--- config.mk ---
export PLATFORM = sky130hd
export DESIGN_NAME = tournament_pred
export DESIGN_NICKNAME = d
export VERILOG_FILES = /design/src/rtl/tp_pkg.sv /design/src/rtl/tp_ctr_table.sv /design/src/rtl/tp_hist_table.sv /design/src/rtl/tournament_pred.sv
export SDC_FILE = /design/constraint.sdc
export NUM_CORES = 1
export LEC_CHECK = 0
export BUFFER_PORTS_ARGS = -buffer_cell sky130_fd_sc_hd__buf_4
export CAP_MARGIN = 30
export CORE_UTILIZATION = 50
export DETAILED_ROUTE_END_ITERATION = 12
export HOLD_SLACK_MARGIN = 0.15
export PLACE_DENSITY_LB_ADDON = 0.15
export SLEW_MARGIN = 0
export SYNTH_ARGS = -nofsm -noshare
export SYNTH_HDL_FRONTEND = slang
export SYNTH_SLANG_ARGS = --single-unit
--- constraint.sdc ---
create_clock -name clk -period 15.15 [get_ports clk]
set_input_delay 3.7875 -clock clk [delete_from_list [all_inputs] [get_ports clk]]
set_output_delay 3.7875 -clock clk [all_outputs]
set_load 0.02 [all_outputs]
--- src/rtl/tp_pkg.sv ---
package tp_pkg;

  typedef logic [1:0] ctr2_t;

  localparam ctr2_t CTR_WEAK_LOW = 2'b01;

  // Saturating step of a 2-bit counter toward 11 (up=1) or 00 (up=0).
  function automatic ctr2_t ctr2_step(input ctr2_t c, input logic up);
    if (up) return (c == 2'b11) ? c : c + 2'd1;
    else    return (c == 2'b00) ? c : c - 2'd1;
  endfunction

  // Shift a history left with the newest outcome entering at bit 0.
  function automatic logic [31:0] hist_push(input logic [31:0] h, input logic bit_in);
    return {h[30:0], bit_in};
  endfunction

endpackage

--- src/rtl/tp_ctr_table.sv ---
module tp_ctr_table #(
  parameter int IDX_W = 6,
  parameter tp_pkg::ctr2_t INIT = tp_pkg::CTR_WEAK_LOW
) (
  input  logic              clk,
  input  logic              rst_n,
  input  logic [IDX_W-1:0]  rd_idx,
  output logic              rd_dir,
  input  logic [IDX_W-1:0]  wr_idx,
  output tp_pkg::ctr2_t     wr_cur,
  input  logic              we,
  input  tp_pkg::ctr2_t     wr_val
);
  localparam int DEPTH = 1 << IDX_W;

  tp_pkg::ctr2_t mem [DEPTH];

  assign rd_dir = mem[rd_idx][1];
  assign wr_cur = mem[wr_idx];

  always_ff @(posedge clk) begin
    if (!rst_n) begin
      for (int i = 0; i < DEPTH; i++) mem[i] <= INIT;
    end else if (we) begin
      mem[wr_idx] <= wr_val;
    end
  end
endmodule

--- src/rtl/tp_hist_table.sv ---
module tp_hist_table #(
  parameter int SEL_W  = 3,
  parameter int HIST_W = 6
) (
  input  logic              clk,
  input  logic              rst_n,
  input  logic [SEL_W-1:0]  rd_sel,
  output logic [HIST_W-1:0] rd_hist,
  input  logic [SEL_W-1:0]  up_sel,
  output logic [HIST_W-1:0] up_hist,
  input  logic              we,
  input  logic              taken
);
  localparam int DEPTH = 1 << SEL_W;

  logic [HIST_W-1:0] hist [DEPTH];

  assign rd_hist = hist[rd_sel];
  assign up_hist = hist[up_sel];

  always_ff @(posedge clk) begin
    if (!rst_n) begin
      for (int i = 0; i < DEPTH; i++) hist[i] <= '0;
    end else if (we) begin
      hist[up_sel] <= {hist[up_sel][HIST_W-2:0], taken};
    end
  end
endmodule

--- src/rtl/tournament_pred.sv ---
module tournament_pred #(
  parameter int PC_W    = 6,
  parameter int LSEL_W  = 3,
  parameter int LHIST_W = 6,
  parameter int GHIST_W = 6,
  parameter int CHSEL_W = 6
) (
  input  logic            clk,
  input  logic            rst_n,
  input  logic [PC_W-1:0] lk_pc,
  output logic            pred_final,
  output logic            pred_local,
  output logic            pred_global,
  input  logic            up_valid,
  input  logic [PC_W-1:0] up_pc,
  input  logic            up_taken,
  input  logic            up_pred_local,
  input  logic            up_pred_global
);
  import tp_pkg::*;

  // Lookup-side named wires
  logic [LHIST_W-1:0] lk_lhist, lk_lidx;
  logic [GHIST_W-1:0] lk_gidx;
  logic [CHSEL_W-1:0] lk_cidx;
  logic               use_global;

  // Update-side named wires
  logic [LHIST_W-1:0] up_lhist, up_lidx;
  logic [GHIST_W-1:0] up_gidx;
  logic [CHSEL_W-1:0] up_cidx;
  ctr2_t              up_lctr, up_gctr, up_chctr;
  logic               comp_disagree;
  logic               ch_we;

  logic [GHIST_W-1:0] ghist;

  assign lk_lidx = lk_lhist ^ lk_pc[LHIST_W-1:0];
  assign lk_gidx = ghist ^ lk_pc[GHIST_W-1:0];
  assign lk_cidx = lk_pc[CHSEL_W-1:0];

  assign up_lidx = up_lhist ^ up_pc[LHIST_W-1:0];
  assign up_gidx = ghist ^ up_pc[GHIST_W-1:0];
  assign up_cidx = up_pc[CHSEL_W-1:0];

  assign comp_disagree = up_pred_local != up_pred_global;
  assign ch_we         = up_valid && comp_disagree;

  tp_hist_table #(.SEL_W(LSEL_W), .HIST_W(LHIST_W)) u_lhist (
    .clk    (clk),
    .rst_n  (rst_n),
    .rd_sel (lk_pc[LSEL_W-1:0]),
    .rd_hist(lk_lhist),
    .up_sel (up_pc[LSEL_W-1:0]),
    .up_hist(up_lhist),
    .we     (up_valid),
    .taken  (up_taken)
  );

  tp_ctr_table #(.IDX_W(LHIST_W), .INIT(CTR_WEAK_LOW)) u_lctr (
    .clk   (clk),
    .rst_n (rst_n),
    .rd_idx(lk_lidx),
    .rd_dir(pred_local),
    .wr_idx(up_lidx),
    .wr_cur(up_lctr),
    .we    (up_valid),
    .wr_val(ctr2_step(up_lctr, up_taken))
  );

  tp_ctr_table #(.IDX_W(GHIST_W), .INIT(CTR_WEAK_LOW)) u_gctr (
    .clk   (clk),
    .rst_n (rst_n),
    .rd_idx(lk_gidx),
    .rd_dir(pred_global),
    .wr_idx(up_gidx),
    .wr_cur(up_gctr),
    .we    (up_valid),
    .wr_val(ctr2_step(up_gctr, up_taken))
  );

  // Chooser: upper bit set selects the shared-history component.
  tp_ctr_table #(.IDX_W(CHSEL_W), .INIT(CTR_WEAK_LOW)) u_chooser (
    .clk   (clk),
    .rst_n (rst_n),
    .rd_idx(lk_cidx),
    .rd_dir(use_global),
    .wr_idx(up_cidx),
    .wr_cur(up_chctr),
    .we    (ch_we),
    .wr_val(ctr2_step(up_chctr, up_pred_global == up_taken))
  );

  always_ff @(posedge clk) begin
    if (!rst_n)        ghist <= '0;
    else if (up_valid) ghist <= {ghist[GHIST_W-2:0], up_taken};
  end

  assign pred_final = use_global ? pred_global : pred_local;

endmodule

**Yosys cells after proc, flatten, opt, wreduce, memory -nomap -nowiden**

Memory sizes are Yosys's and may differ from the RTL's.
Index checks and enable logic that the tools add are counted.

- Bits in registers: 6
- Memory bits (writable): 432
- Input bits: 18
- Output and inout port bits: 3
- Word-level logic and storage cells: 57
- Memories kept: 4

- Add/subtract/negate cells: 6
- Eq/ne operators: 5
- Muxes and demuxes: 29
- Bitwise operators: 4
- Reductions and logical operators: 8

Memories:

| name | words | bits a word | read ports | clocked after Yosys merged registers in | wr ports | RTL line | source |
|---|---|---|---|---|---|---|---|
| u_chooser.mem | 64 | 2 | 2 | 0 | 64 | tp_ctr_table.sv:16 | `tp_pkg::ctr2_t mem [DEPTH];` |
| u_gctr.mem | 64 | 2 | 2 | 0 | 64 | tp_ctr_table.sv:16 |  |
| u_lctr.mem | 64 | 2 | 2 | 0 | 64 | tp_ctr_table.sv:16 |  |
| u_lhist.hist | 8 | 6 | 2 | 0 | 8 | tp_hist_table.sv:16 | `logic [HIST_W-1:0] hist [DEPTH];` |

Operator list:

| operator | number |
|---|---|
| $mux 2 | 12 |
| $mux 6 | 4 |
| $xor 6x6->6 | 4 |
| $mux 1 | 12 |
| $add 2x1->2 const B | 3 |
| $eq 2x2->1 const B | 3 |
| $logic_not 2->1 | 3 |
| $reduce_or 2->1 | 3 |
| $reduce_or 6->1 | 1 |
| $sub 2x1->2 const B | 3 |
| $mux 3 | 1 |
| $eq 1x1->1 | 1 |
| $logic_and 1x1->1 | 1 |
| $ne 1x1->1 | 1 |

**Depth between registers and ports, before layout**

Gate-level depths: netlist of the first run.

- Word-level depth: 7
- Mapped depth: 18
- Mapped depth without buffers: 10

**Modules after synthesis**

From an unflattened synthesis of the first run, not the netlist that was laid out.

- Cells, all modules: 1957
- Area total of the unflattened synthesis: 23354.9 µm²

By module, submodules not included:

| module | times used | cells each | area each (µm²) | sequential area each (µm²) |
|---|---|---|---|---|
| tp_ctr_table (u_chooser ...) | 2 | 562 | 6718.9 | 3843.7 |
| tp_ctr_table (u_lctr) | 1 | 568 | 6764.0 | 3843.7 |
| tp_hist_table | 1 | 206 | 2605.0 | 1441.4 |
| tournament_pred | 1 | 59 | 548.0 | 120.1 |

**Least setup slack after synthesis of the first run**

OpenSTA, ideal clock, no wires.

- Path type: input to output
- Start point: input port lk_pc[1]
- End point: output port pred_final
- Arrival time: 7.143 ns
- Data required time: 11.363 ns
- Setup slack: 4.219 ns
- Cell stages on the path: 10
- Buffers on the path: 2
- Cell sequence: clkbuf_1 mux4_2 o21ai_1 buf_2 mux4_2 a211oi_1 a21oi_1 mux2i_1 mux2i_1 mux2_2

- Cells in the longest elaborated chain, start to end: 4
- Elaborated cells between the ends (all ways): 7
- Those cells by class: 1 x mux; 2 x bitwise; 4 x memory

RTL lines:

| what | RTL line | source |
|---|---|---|
| start: declaration | tournament_pred.sv:10 | `input logic [PC_W-1:0] lk_pc,` |
| $mem_v2 8x6 | n/a |  |
| $xor 6x6->6 (*) | tournament_pred.sv:38 | `assign lk_lidx = lk_lhist ^ lk_pc[LHIST_W-1:0];` |
| $mem_v2 64x2 (*) | n/a |  |
| net pred_local | tournament_pred.sv:12 | `output logic pred_local,` |
| $mux 1 (*) | tournament_pred.sv:99 | `assign pred_final = use_global ? pred_global : pred_local;` |
| end: declaration | tournament_pred.sv:11 | `output logic pred_final,` |

The timed path passes the listed nets; every way through them passes the cells marked *.

**Final worst setup path of the first run**

- Start point: input port lk_pc[0]
- End point: output port pred_final

- Cells in the longest elaborated chain, start to end: 4
- Elaborated cells between the ends (all ways): 7
- Those cells by class: 1 x mux; 2 x bitwise; 4 x memory

RTL lines:

| what | RTL line |
|---|---|
| $mem_v2 8x6 | n/a |
| $xor 6x6->6 | tournament_pred.sv:38 |
| $mem_v2 64x2 | n/a |
| $mux 1 (*) | tournament_pred.sv:99 |

Every way passes the cells marked *; elsewhere a longest branch is shown, timed or not.

==> reports/metrics.yaml, run 1 <==
synthesis:
  synth_area_leaders: "edfxtp_1 54%, mux4_2 11%, nand2_1 7.0%"
  synth_top_cell_by_area: "edfxtp_1"
  synth_edf_count: 432
  netlist_area_um2: 24000
  yosysSeqAreaShare_pct: 54.5
  syn-num-nets: 2168
  syn_inst: 2150
  ys_ff_latch: 438
  synthDistinctLibCells: 64
  ys_warn_count: 0
  synth_flop_cell: "edfxtp_1"
  synth-async-reset-ratio_pct: 0
  synth_area_per_cell_um2: 11.2
  synth_top_area_share_pct: 54.0
setup_path:
  path_class: "input port to primary output"
  slowest_stage: "o21ai_2"
  cp-start-kind: "input port"
  critPathCaptureType: "primary output"
  rr_worst_depth: 12
  worstPathRequired_ns: 11.36
  path_cells: "buf_4 -> mux4_2 -> o21ai_2 -> mux4_2 -> nor2b_1 -> a211oi_1 -> a21oi_1 -> mux2i_1 -> mux2i_1 -> mux2_2 -> buf_4"
  worstPathArrival_ns: 7.32
  cpPeakStageDelay_ns: 0.68
  crit_fanout: 28
power_and_ir_drop:
  leakage_nw: 8.25
  powerDensity_nw_per_um2: 115
  peakVddDrop_v: 0.0000905
global_routing:
  gr-usage-all-layers_pct: 27.9
  antenna_found_initial: 0
  overflow: 0
  grt_pass1_vias: 16900
  grt_max_degree: 84
  grt_pass1_wl_um: 104000
floorplanning:
  die_h_um: 221
  io_pins: 21
  rows: 79
  die-area_um2: 49000
  die_x_um: 221
  core_um2: 47000
  floorplan.initialDensity_pct: 51.2
clocking:
  clk_pin_slew_ns: 0.06
  cts_sinks: 438
  postCtsSetupBuffers: 0
  cts_buffers: 47
  ctsHoldBuffers: 0
  cts_tree: "done"
  cts_buffer_depth: 3
  ctsResizeCount: 0
  clk_latency_ns: 0.59
  clock-root-buffer: "clkbuf_16"
  h-tree-depth: 2
sta:
  rsz0062_at_grt: "false"
  hold_viol_final: 0
  setup_tns_ns: 0
  finalCritPeriodShare_pct: 73.3
  skew_ns: 0.0349
  max_slew.worst_pin.slew_ns: 1.07
  max-slew-margin-rel_pct: 28.4
  fmax_ghz: 0.0901
  setup_slack_ns: 4.05
  drv_slew: 0
  fin_crit_ns: 11.10
  setup_viol: 0
cells_and_area:
  final_nets: 2091
  final_common_cell: "nand2_1"
  fillers: 3921
  drive_gt1_share_pct: 17.0
  final_cell_mix: "449 x nand2_1, 432 x edfxtp_1, 278 x nor2_1, 188 x nand3_1, 115 x mux4_2"
  synthToLayoutAreaGrowth_pct: 7.95
run_status:
  outcome: "finished clean"
routing:
  ant_nets: 0
  via_per_inst: 6.50
  wl_per_cell_um: 24.8
  dr.first_iter.drc_count: 2367
  drc: 0
  drt_pre_antenna_iters: 7
  wl_um: 67400
  vias: 17600
worst_hold_path:
  hold_depth: 2
  hold_class: "flip-flop to flip-flop"
placement:
  hpwl_um: 44700
  place.gp.congestion: 0.930
  dp_slack_ns: 4.03
  port_buffers: 20
flow_run:
  cap_violations: 0
==> worst max-delay path: cells and delay by family <==
family	cells	cell delay [ns]
AOI/OAI and AO/OA	3	0.97
buffers and inverters	2	0.64
muxes	5	1.74
and+or+nand+nor	1	0.15
==> routing by layer <==
layer | share of wire (%) | track usage, %
met1 | 39 | 38.1
met2 | 48 | 44.7
met3 | 8.9 | 4.57
met4 | 3.9 | 10.9
met5 | 0 | 0
==> cell type report <==
cell class                 count  area, um^2  area share [%]
clock buffer                  58        1220            4.69
antenna                        1        2.50         0.00964
inverter                       7        26.3           0.101
clock inverter                25         193           0.743
multi-input combinational   1498       10000            38.6
sequential                   438       13100            50.5
timing repair buffer          81         636            2.45
tap                          607         759            2.93
==> state kept, by name, indices dropped and copies added (netlist names) <==
register / count
ghist: 6
u_chooser.mem: 128
u_gctr.mem: 128
u_lctr.mem: 128
u_lhist.hist: 48
==> path summary, 6_finish.rpt <==
kind	slack [ns]	from	end
worst min-delay path	0.61	ghist[3]$_SDFFE_PN0P_	ghist[3]$_SDFFE_PN0P_
worst max-delay path	4.05	lk_pc[0]	pred_final
worst min register to register	0.61	ghist[3]$_SDFFE_PN0P_	ghist[3]$_SDFFE_PN0P_
worst max register to register	10.19	u_lhist.hist[7][0]$_SDFFCE_PN0P_	u_lctr.mem[6][0]$_SDFFCE_PN1P_
==> cell families after synthesis <==
| family | synth area share (%) |
|---|---|
| AOI/OAI and AO/OA | 5.52 |
| xor gates and xnor gates | 1.20 |
| adders and majority gates | 0.255 |
| buffers and inverters | 4.34 |
| DFF | 54.5 |
| muxes | 14.5 |
| and+or+nand+nor | 19.8 |
==> power by group <==
group | internal, W | switching [W]
Combinational | 0.000152 | 0.000358
Sequential | 0.00136 | 0.0000238
Clock | 0.000618 | 0.000471
Total | 0.00213 | 0.000853
==> synthesized netlist by cell type, drive strengths merged (2+ instances only) <==
master  instances
nand2         449
edfxtp        432
nor2          278
nand3         188
clkbuf        122
mux4          117
buf            85
nor3           66
o21ai          64
mux2i          57
a21oi          35
nand4          27
mux2           23
nor2b          17
xor2           17
a221oi         14
o22ai          14
xnor2          13
a211oi         11
a31oi          11
a22oi           9
nand2b          9
o211ai          9
and3            8
inv             7
o221ai          7
and2            6
dfxtp           6
maj3            6
a22o            5
nor4            4
o32ai           4
a32oi           3
nor3b           3
or3             3
a211o           2
a221o           2
a311oi          2
a41oi           2
nand4b          2
o22a            2
or2             2
==> per-stage QoR <==
step	total power, W	utilization [%]	std cells	cell area [um^2]	hold slack [ns]
floorplan	0.00178	-	2150	24000	0.553
global placement	0.00190	52.0	2619	24400	0.585
detailed placement	0.00191	52.2	2627	24500	0.601
CTS	0.00299	55.2	2710	25900	0.611
global route	0.00308	55.3	2714	25900	0.632
finish	0.00298	55.3	2715	25900	0.606
(Power assumes the default switching activity.)
==> inputs of run 2 (changes only) <==
==> constraint.sdc (replaced) <==
create_clock -name clk -period 11.1 [get_ports clk]
set_input_delay 2.775 -clock clk [delete_from_list [all_inputs] [get_ports clk]]
set_output_delay 2.775 -clock clk [all_outputs]
set_load 0.02 [all_outputs]
==> run 2 against run 1 <==
  * Global-route usage down 0.33 points
  * Non-clock buffer count rose by 6
  * First-iteration DRC count decreased by 18%
  * Clock-buffer cell count up 2
  * Via count is 0.45% higher
  * Hold slack got worse by 0.0035 ns
  * Power grew 42%
  * Register-to-register slack got worse by 4.0 ns
  * Core utilization grew 0.58 points
  * Sequential power grew 36%
  * Combinational power is 41% higher
  * Wire length shrank 0.46%
  * Critical path type unchanged
  * Largest cell class unchanged
  * Highest routed layer unchanged
==> reports/metrics.yaml, run 2 (same netlist as run 1, synthesis figures left out) <==
routing:
  wl_met1_um: 27300  # was 26500 um
  met3_length_um: 5780  # was 6020 um
  via_per_inst: 6.51  # was 6.50
  drt_pre_antenna_iters: 7  # unchanged
  wl_per_cell_um: 24.6  # was 24.8 um
  wl_um: 67100  # was 67400 um
  ant_nets: 0  # unchanged
  vias: 17700  # was 17600
  dr.max_layer_used: "met4"  # unchanged
  dr.first_iter.drc_count: 1942  # was 2367
  wl_met2_um: 31800  # was 32200 um
  drc: 0  # unchanged
clocking:
  postCtsSetupBuffers: 0  # unchanged
  cts_buffers: 48  # was 47
  cts_buffer_depth: 3  # unchanged
  h-tree-depth: 2  # unchanged
  clk_pin_slew_ns: 0.06  # about the same
  ctsHoldBuffers: 0  # unchanged
  cts_sinks: 438  # unchanged
  clk_latency_ns: 0.60  # was 0.59 ns
  clock-root-buffer: "clkbuf_16"  # unchanged
  cts_tree: "done"  # unchanged
  ctsResizeCount: 0  # unchanged
floorplanning:
  die_h_um: 221  # unchanged
  core_um2: 47000  # unchanged
  floorplan.initialDensity_pct: 51.2  # unchanged
  io_pins: 21  # unchanged
  rows: 79  # unchanged
  die_x_um: 221  # unchanged
  die-area_um2: 49000  # unchanged
setup_path:
  critPathCaptureType: "primary output"  # unchanged
  cp_num_cells: 11  # unchanged
  r2r_start: "u_lhist.hist[7][0]$_SDFFCE_PN0P_"  # unchanged
  cp-endpoint: "pred_final"  # unchanged
  path_common_cell: "buf_4"
  worstPathRequired_ns: 8.33  # was 11.36 ns
  slowest_stage: "xor2_2"  # was o21ai_2
  cp-start-kind: "input port"  # unchanged
  r2r-end: "u_lctr.mem[11][0]$_SDFFCE_PN1P_"  # was u_lctr.mem[6][0]$_SDFFCE_PN1P_
  rr_worst_depth: 13  # was 12
  rrSetupSlack_ns: 6.23  # was 10.19 ns
  path_class: "input port to primary output"  # unchanged
  crit_buf_inv: 4  # was 2
  cpPeakStageDelay_ns: 0.53  # was 0.68 ns
  path_delay_family: "multiplexers"  # unchanged
  worstPathArrival_ns: 6.31  # was 7.32 ns
  critPathLaunch: "lk_pc[0]"  # unchanged
  path_cells: "buf_4 -> buf_4 -> xor2_2 -> buf_4 -> mux4_2 -> mux4_2 -> nor2b_1 -> a211oi_1 -> a21oi_1 -> mux2_2 -> buf_4"  # was buf_4 -> mux4_2 -> o21ai_2 -> mux4_2 -> nor2b_1 -> a211oi_1 -> a21oi_1 -> mux2i_1 -> mux2i_1 -> mux2_2 -> buf_4
  crit_fanout: 17  # was 28
sta:
  max-slew-margin-rel_pct: 30.9  # was 28.4%
  max_slew.worst_pin.slew_ns: 1.03  # was 1.07 ns
  fmax_ghz: 0.110
  fin_crit_ns: 9.09
  finalCritPeriodShare_pct: 81.9
  rsz0062_at_grt: "false"  # unchanged
  setup_viol: 0  # unchanged
  setup_tns_ns: 0  # unchanged
  hold_viol_final: 0  # unchanged
  skew_ns: 0.0441  # was 0.0349 ns
  drv_slew: 0  # unchanged
placement:
  place.gp.congestion: 0.897  # was 0.930
  dp_cells: 2634  # was 2627
  hpwl_um: 44000  # was 44700 um
  port_buffers: 20  # unchanged
cells_and_area:
  final_cell_mix: "449 x nand2_1, 432 x edfxtp_1, 278 x nor2_1, 188 x nand3_1, 115 x mux4_2"  # unchanged
  synthToLayoutAreaGrowth_pct: 9.08  # was 7.95%
  fin_cells: 2722  # was 2715
  final_nets: 2098  # was 2091
  drive_gt1_share_pct: 17.5  # was 17.0%
  final_common_cell: "nand2_1"  # unchanged
  num_antenna_cells: 0  # was 1
  top_regs: "u_chooser.mem: 128 flops, u_gctr.mem: 128 flops, u_lctr.mem: 128 flops"  # unchanged
power_and_ir_drop:
  leakage_nw: 8.39  # was 8.25 nW
  peakVddDrop_v: 0.000125  # was 0.0000905 V
  powerDensity_nw_per_um2: 162  # was 115 nW/um^2
run_status:
  outcome: "finished clean"  # unchanged
global_routing:
  grt_max_degree: 66  # was 84
  overflow: 0  # unchanged
  antenna_found_initial: 0  # unchanged
  grt_pass1_wl_um: 103000  # was 104000 um
  gr-usage-all-layers_pct: 27.5  # was 27.9%
  grt_pass1_vias: 17200  # was 16900
flow_run:
  cap_violations: 0  # unchanged
worst_hold_path:
  hold_class: "flip-flop to flip-flop"  # unchanged
[run 2: cell count changes in the layout (fill, tap and decap cells not counted), sizes merged]
cell,delta
bufinv,+3
clkinvlp,-1
clkbuf,+2
buf,+6
diode,-1
inv,-1
clkinv,-1
[run 2: power by group]
part / internal (W) / switching, W
sequential: 0.00185 / 0.0000291
combinational: 0.000217 / 0.000500
clock: 0.000975 / 0.000666
total: 0.00305 / 0.00120
[run 2: routing by layer]
layer / track usage, % / vias up
li1: - / 7775
met1: 38.2 / 8834
met2: 44.2 / 952
met3: 4.17 / 155
met4: 9.86 / 0
met5: 0 / -
[run 2: worst min path at each step]
| stage | start | endpoint | slack, ns | depth (start not counted) |
|---|---|---|---|---|
| 2_1_floorplan | ghist[5]$_SDFFE_PN0P_ | ghist[5]$_SDFFE_PN0P_ | 0.55 | 2 |
| 3_3_place_gp | ghist[5]$_SDFFE_PN0P_ | ghist[5]$_SDFFE_PN0P_ | 0.58 | 2 |
| 3_5_place_dp | ghist[4]$_SDFFE_PN0P_ | ghist[4]$_SDFFE_PN0P_ | 0.59 | 2 |
| 4_1_cts | ghist[4]$_SDFFE_PN0P_ | ghist[4]$_SDFFE_PN0P_ | 0.60 | 2 |
| 5_1_grt | ghist[4]$_SDFFE_PN0P_ | ghist[4]$_SDFFE_PN0P_ | 0.63 | 2 |
| 6_report | ghist[4]$_SDFFE_PN0P_ | ghist[4]$_SDFFE_PN0P_ | 0.60 | 2 |
[run 2: cell type report]
type | count | area, um^2
clock inverters | 25 | 275
clock buffers | 60 | 1320
repair buffers | 87 | 736
fillers | 3897 | 20700
flip-flops and latches | 438 | 13100
well taps | 607 | 759
inverters | 7 | 26.3
multi-input cells | 1498 | 10000
[run 2: worst register-to-register path: cells and delay by family (launching register included)]
kind                     cells  cell delay (ns)
AND/OR/NAND/NOR              1             0.18
buffers and inverters        3             1.03
flip-flops                   1             0.36
adder cells (fa/ha/maj)      1             0.72
XOR/XNOR                     1             0.36
multiplexers                 4             1.14
AO/OA/AOI/OAI                3             0.75
[run 2: per-stage QoR]
stage | setup WS (ns) | area, um^2 | utilization, % | hold slack, ns | total power [W]
4_1_cts | 1.97 | 26200 | 55.8 | 0.603 | 0.00425
3_3_place_gp | 1.99 | 24500 | 52.1 | 0.583 | 0.00260
3_5_place_dp | 1.96 | 24600 | 52.4 | 0.591 | 0.00263
6_report | 2.01 | 26200 | 55.8 | 0.603 | 0.00424
5_1_grt | 1.81 | 26200 | 55.8 | 0.634 | 0.00436
2_1_floorplan | 2.19 | 24000 | - | 0.553 | 0.00243
==> inputs of run 3 (changes only) <==
==> constraint.sdc (replaced) <==
create_clock -name clk -period 8.54 [get_ports clk]
set_input_delay 2.135 -clock clk [delete_from_list [all_inputs] [get_ports clk]]
set_output_delay 2.135 -clock clk [all_outputs]
set_load 0.02 [all_outputs]
==> run 3 against run 2 <==
  * Final cell count grew 0.22%
  * Global-route usage grew 0.14 points
  * Register-to-register slack lost 2.4 ns
  * Critical path type unchanged
  * Largest cell class unchanged
==> reports/metrics.yaml, run 3 (same netlist as run 1, synthesis figures left out) <==
run_status:
  outcome: "finished clean"  # unchanged
cells_and_area:
  synthToLayoutAreaGrowth_pct: 9.15  # was 9.08%
  final_area_um2: 26200  # about the same
  num_antenna_cells: 0  # unchanged
  fin_cells: 2728  # was 2722
  top_regs: "u_chooser.mem: 128 flops, u_gctr.mem: 128 flops, u_lctr.mem: 128 flops"  # unchanged
  final_nets: 2103  # was 2098
  final_cell_mix: "449 x nand2_1, 432 x edfxtp_1, 278 x nor2_1, 188 x nand3_1, 115 x mux4_2"  # unchanged
  drive_gt1_share_pct: 17.8  # was 17.5%
  final_common_cell: "nand2_1"  # unchanged
global_routing:
  grt_pass1_wl_um: 103000  # about the same
  gr-usage-all-layers_pct: 27.7  # was 27.5%
  overflow: 0  # unchanged
  antenna_found_initial: 0  # unchanged
  grt_max_degree: 79  # was 66
  use_met3_pct: 5.28  # was 4.17%
  grt_most_used_layer: "met2"  # unchanged
  grt_use_met2_pct: 43.9  # was 44.2%
  use_met1_pct: 37.6  # was 38.2%
  grt_pass1_vias: 17200  # about the same
sta:
  setup_viol: 0  # unchanged
  max_slew.worst_pin.slew_ns: 1.05  # was 1.03 ns
  fmax_ghz: 0.130
  hold_viol_final: 0  # unchanged
  finalCritPeriodShare_pct: 89.9
  drv_slew: 0  # unchanged
  fin_crit_ns: 7.68
  rsz0062_at_grt: "false"  # unchanged
  setup_tns_ns: 0  # unchanged
  skew_ns: 0.0334  # was 0.0441 ns
  max-slew-margin-rel_pct: 29.6  # was 30.9%
placement:
  hpwl_um: 44700  # was 44000 um
  dp_cells: 2636  # was 2634
  dpl_cell_area_um2: 24600  # about the same
  place.gp.congestion: 0.861  # was 0.897
  port_buffers: 20  # unchanged
floorplanning:
  floorplan.initialDensity_pct: 51.2  # unchanged
  io_pins: 21  # unchanged
  core_um2: 47000  # unchanged
  die_x_um: 221  # unchanged
  die-area_um2: 49000  # unchanged
  rows: 79  # unchanged
  die_h_um: 221  # unchanged
clocking:
  ctsHoldBuffers: 0  # unchanged
  ctsResizeCount: 0  # unchanged
  cts_buffer_depth: 3  # unchanged
  clk_latency_ns: 0.61  # was 0.60 ns
  clk_pin_slew_ns: 0.06  # about the same
  cts_buffers: 48  # unchanged
  cts_tree: "done"  # unchanged
  h-tree-depth: 2  # unchanged
  clock-root-buffer: "clkbuf_16"  # unchanged
  cts_sinks: 438  # unchanged
  postCtsSetupBuffers: 0  # unchanged
worst_hold_path:
  hold_class: "flip-flop to flip-flop"  # unchanged
routing:
  wl_um: 67400  # was 67100 um
  dr.first_iter.drc_count: 2051  # was 1942
  drt_pre_antenna_iters: 6  # was 7
  via_per_inst: 6.48  # was 6.51
  vias: 17700  # about the same
  drc: 0  # unchanged
  wl_per_cell_um: 24.7  # was 24.6 um
  ant_nets: 0  # unchanged
power_and_ir_drop:
  p_total_w: 0.00551  # was 0.00424 W
  leakage_nw: 8.39  # about the same
  powerDensity_nw_per_um2: 210  # was 162 nW/um^2
  peakVddDrop_v: 0.000150  # was 0.000125 V
setup_path:
  worstPathRequired_ns: 6.41  # was 8.33 ns
  worstPathArrival_ns: 5.54  # was 6.31 ns
  path_class: "input port to primary output"  # unchanged
  slowest_stage: "o21ai_2"  # was xor2_2
  critPathCaptureType: "primary output"  # unchanged
  cp-start-kind: "input port"  # unchanged
  crit_fanout: 15  # was 17
  path_cells: "buf_4 -> mux4_2 -> o21ai_2 -> mux4_2 -> nor2b_1 -> a211oi_1 -> a21oi_1 -> mux2i_1 -> mux2i_1 -> mux2_2 -> buf_4"  # was buf_4 -> buf_4 -> xor2_2 -> buf_4 -> mux4_2 -> mux4_2 -> nor2b_1 -> a211oi_1 -> a21oi_1 -> mux2_2 -> buf_4
  cpPeakStageDelay_ns: 0.72  # was 0.53 ns
flow_run:
  cap_violations: 0  # unchanged
## run 3: cell types whose count changed in the layout (fill, tap and decap cells not counted)
| cell | change |
|---|---|
| buf_12 | +2 |
| nor3_2 | +2 |
| inv_6 | +1 |
| buf_8 | -1 |
| clkinvlp_4 | +2 |
| nor3_1 | -2 |
| clkinv_4 | +1 |
| buf_4 | +6 |
| buf_16 | -2 |
| clkbuf_8 | -3 |
## run 3: cell type report
class	count	area, um^2
Clock buffer	57	1280
Clock inverter	29	308
Sequential cell	438	13100
Timing Repair Buffer	92	751
Fill cell	3878	20700
Multi-Input combinational cell	1498	10000
Inverter	7	26.3
Tap cell	607	759
## run 3: worst paths after layout
| kind | slack, ns | end | depth (start not counted) | start |
|---|---|---|---|---|
| hold / removal | 0.60 | ghist[5]$_SDFFE_PN0P_ | 2 | ghist[5]$_SDFFE_PN0P_ |
| setup reg to reg | 3.83 | u_lctr.mem[6][0]$_SDFFCE_PN1P_ | 12 | u_lhist.hist[7][0]$_SDFFCE_PN0P_ |
| setup / recovery | 0.86 | pred_final | 11 | lk_pc[0] |
| hold reg to reg | 0.60 | ghist[5]$_SDFFE_PN0P_ | 2 | ghist[5]$_SDFFE_PN0P_ |
## run 3: critical path, delay by kind of cell
family / cells / cell delay, ns
compound gates: 3 / 1.06
buf+inv: 2 / 0.36
mux: 5 / 1.83
simple gates: 1 / 0.14
## run 3: stage by stage
stage	utilization [%]	hold slack, ns	setup slack, ns
floorplan	-	0.553	0.914
global placement	52.2	0.575	0.960
detailed placement	52.4	0.586	0.944
CTS	55.8	0.595	0.912
global route	55.9	0.622	0.843
finish	55.9	0.599	0.862
## run 3: layer usage
metal	routed length (um)	vias to the layer above
met5	0	-
li1	-	7769
met3	6170	168
met1	26900	8759
met4	2620	0
met2	31700	987
## run 3: power by group
part,internal (W),total (W),switching (W)
sequential,0.00241,0.00245,0.0000381
clock,0.00125,0.00212,0.000878
combinational,0.000286,0.000938,0.000652
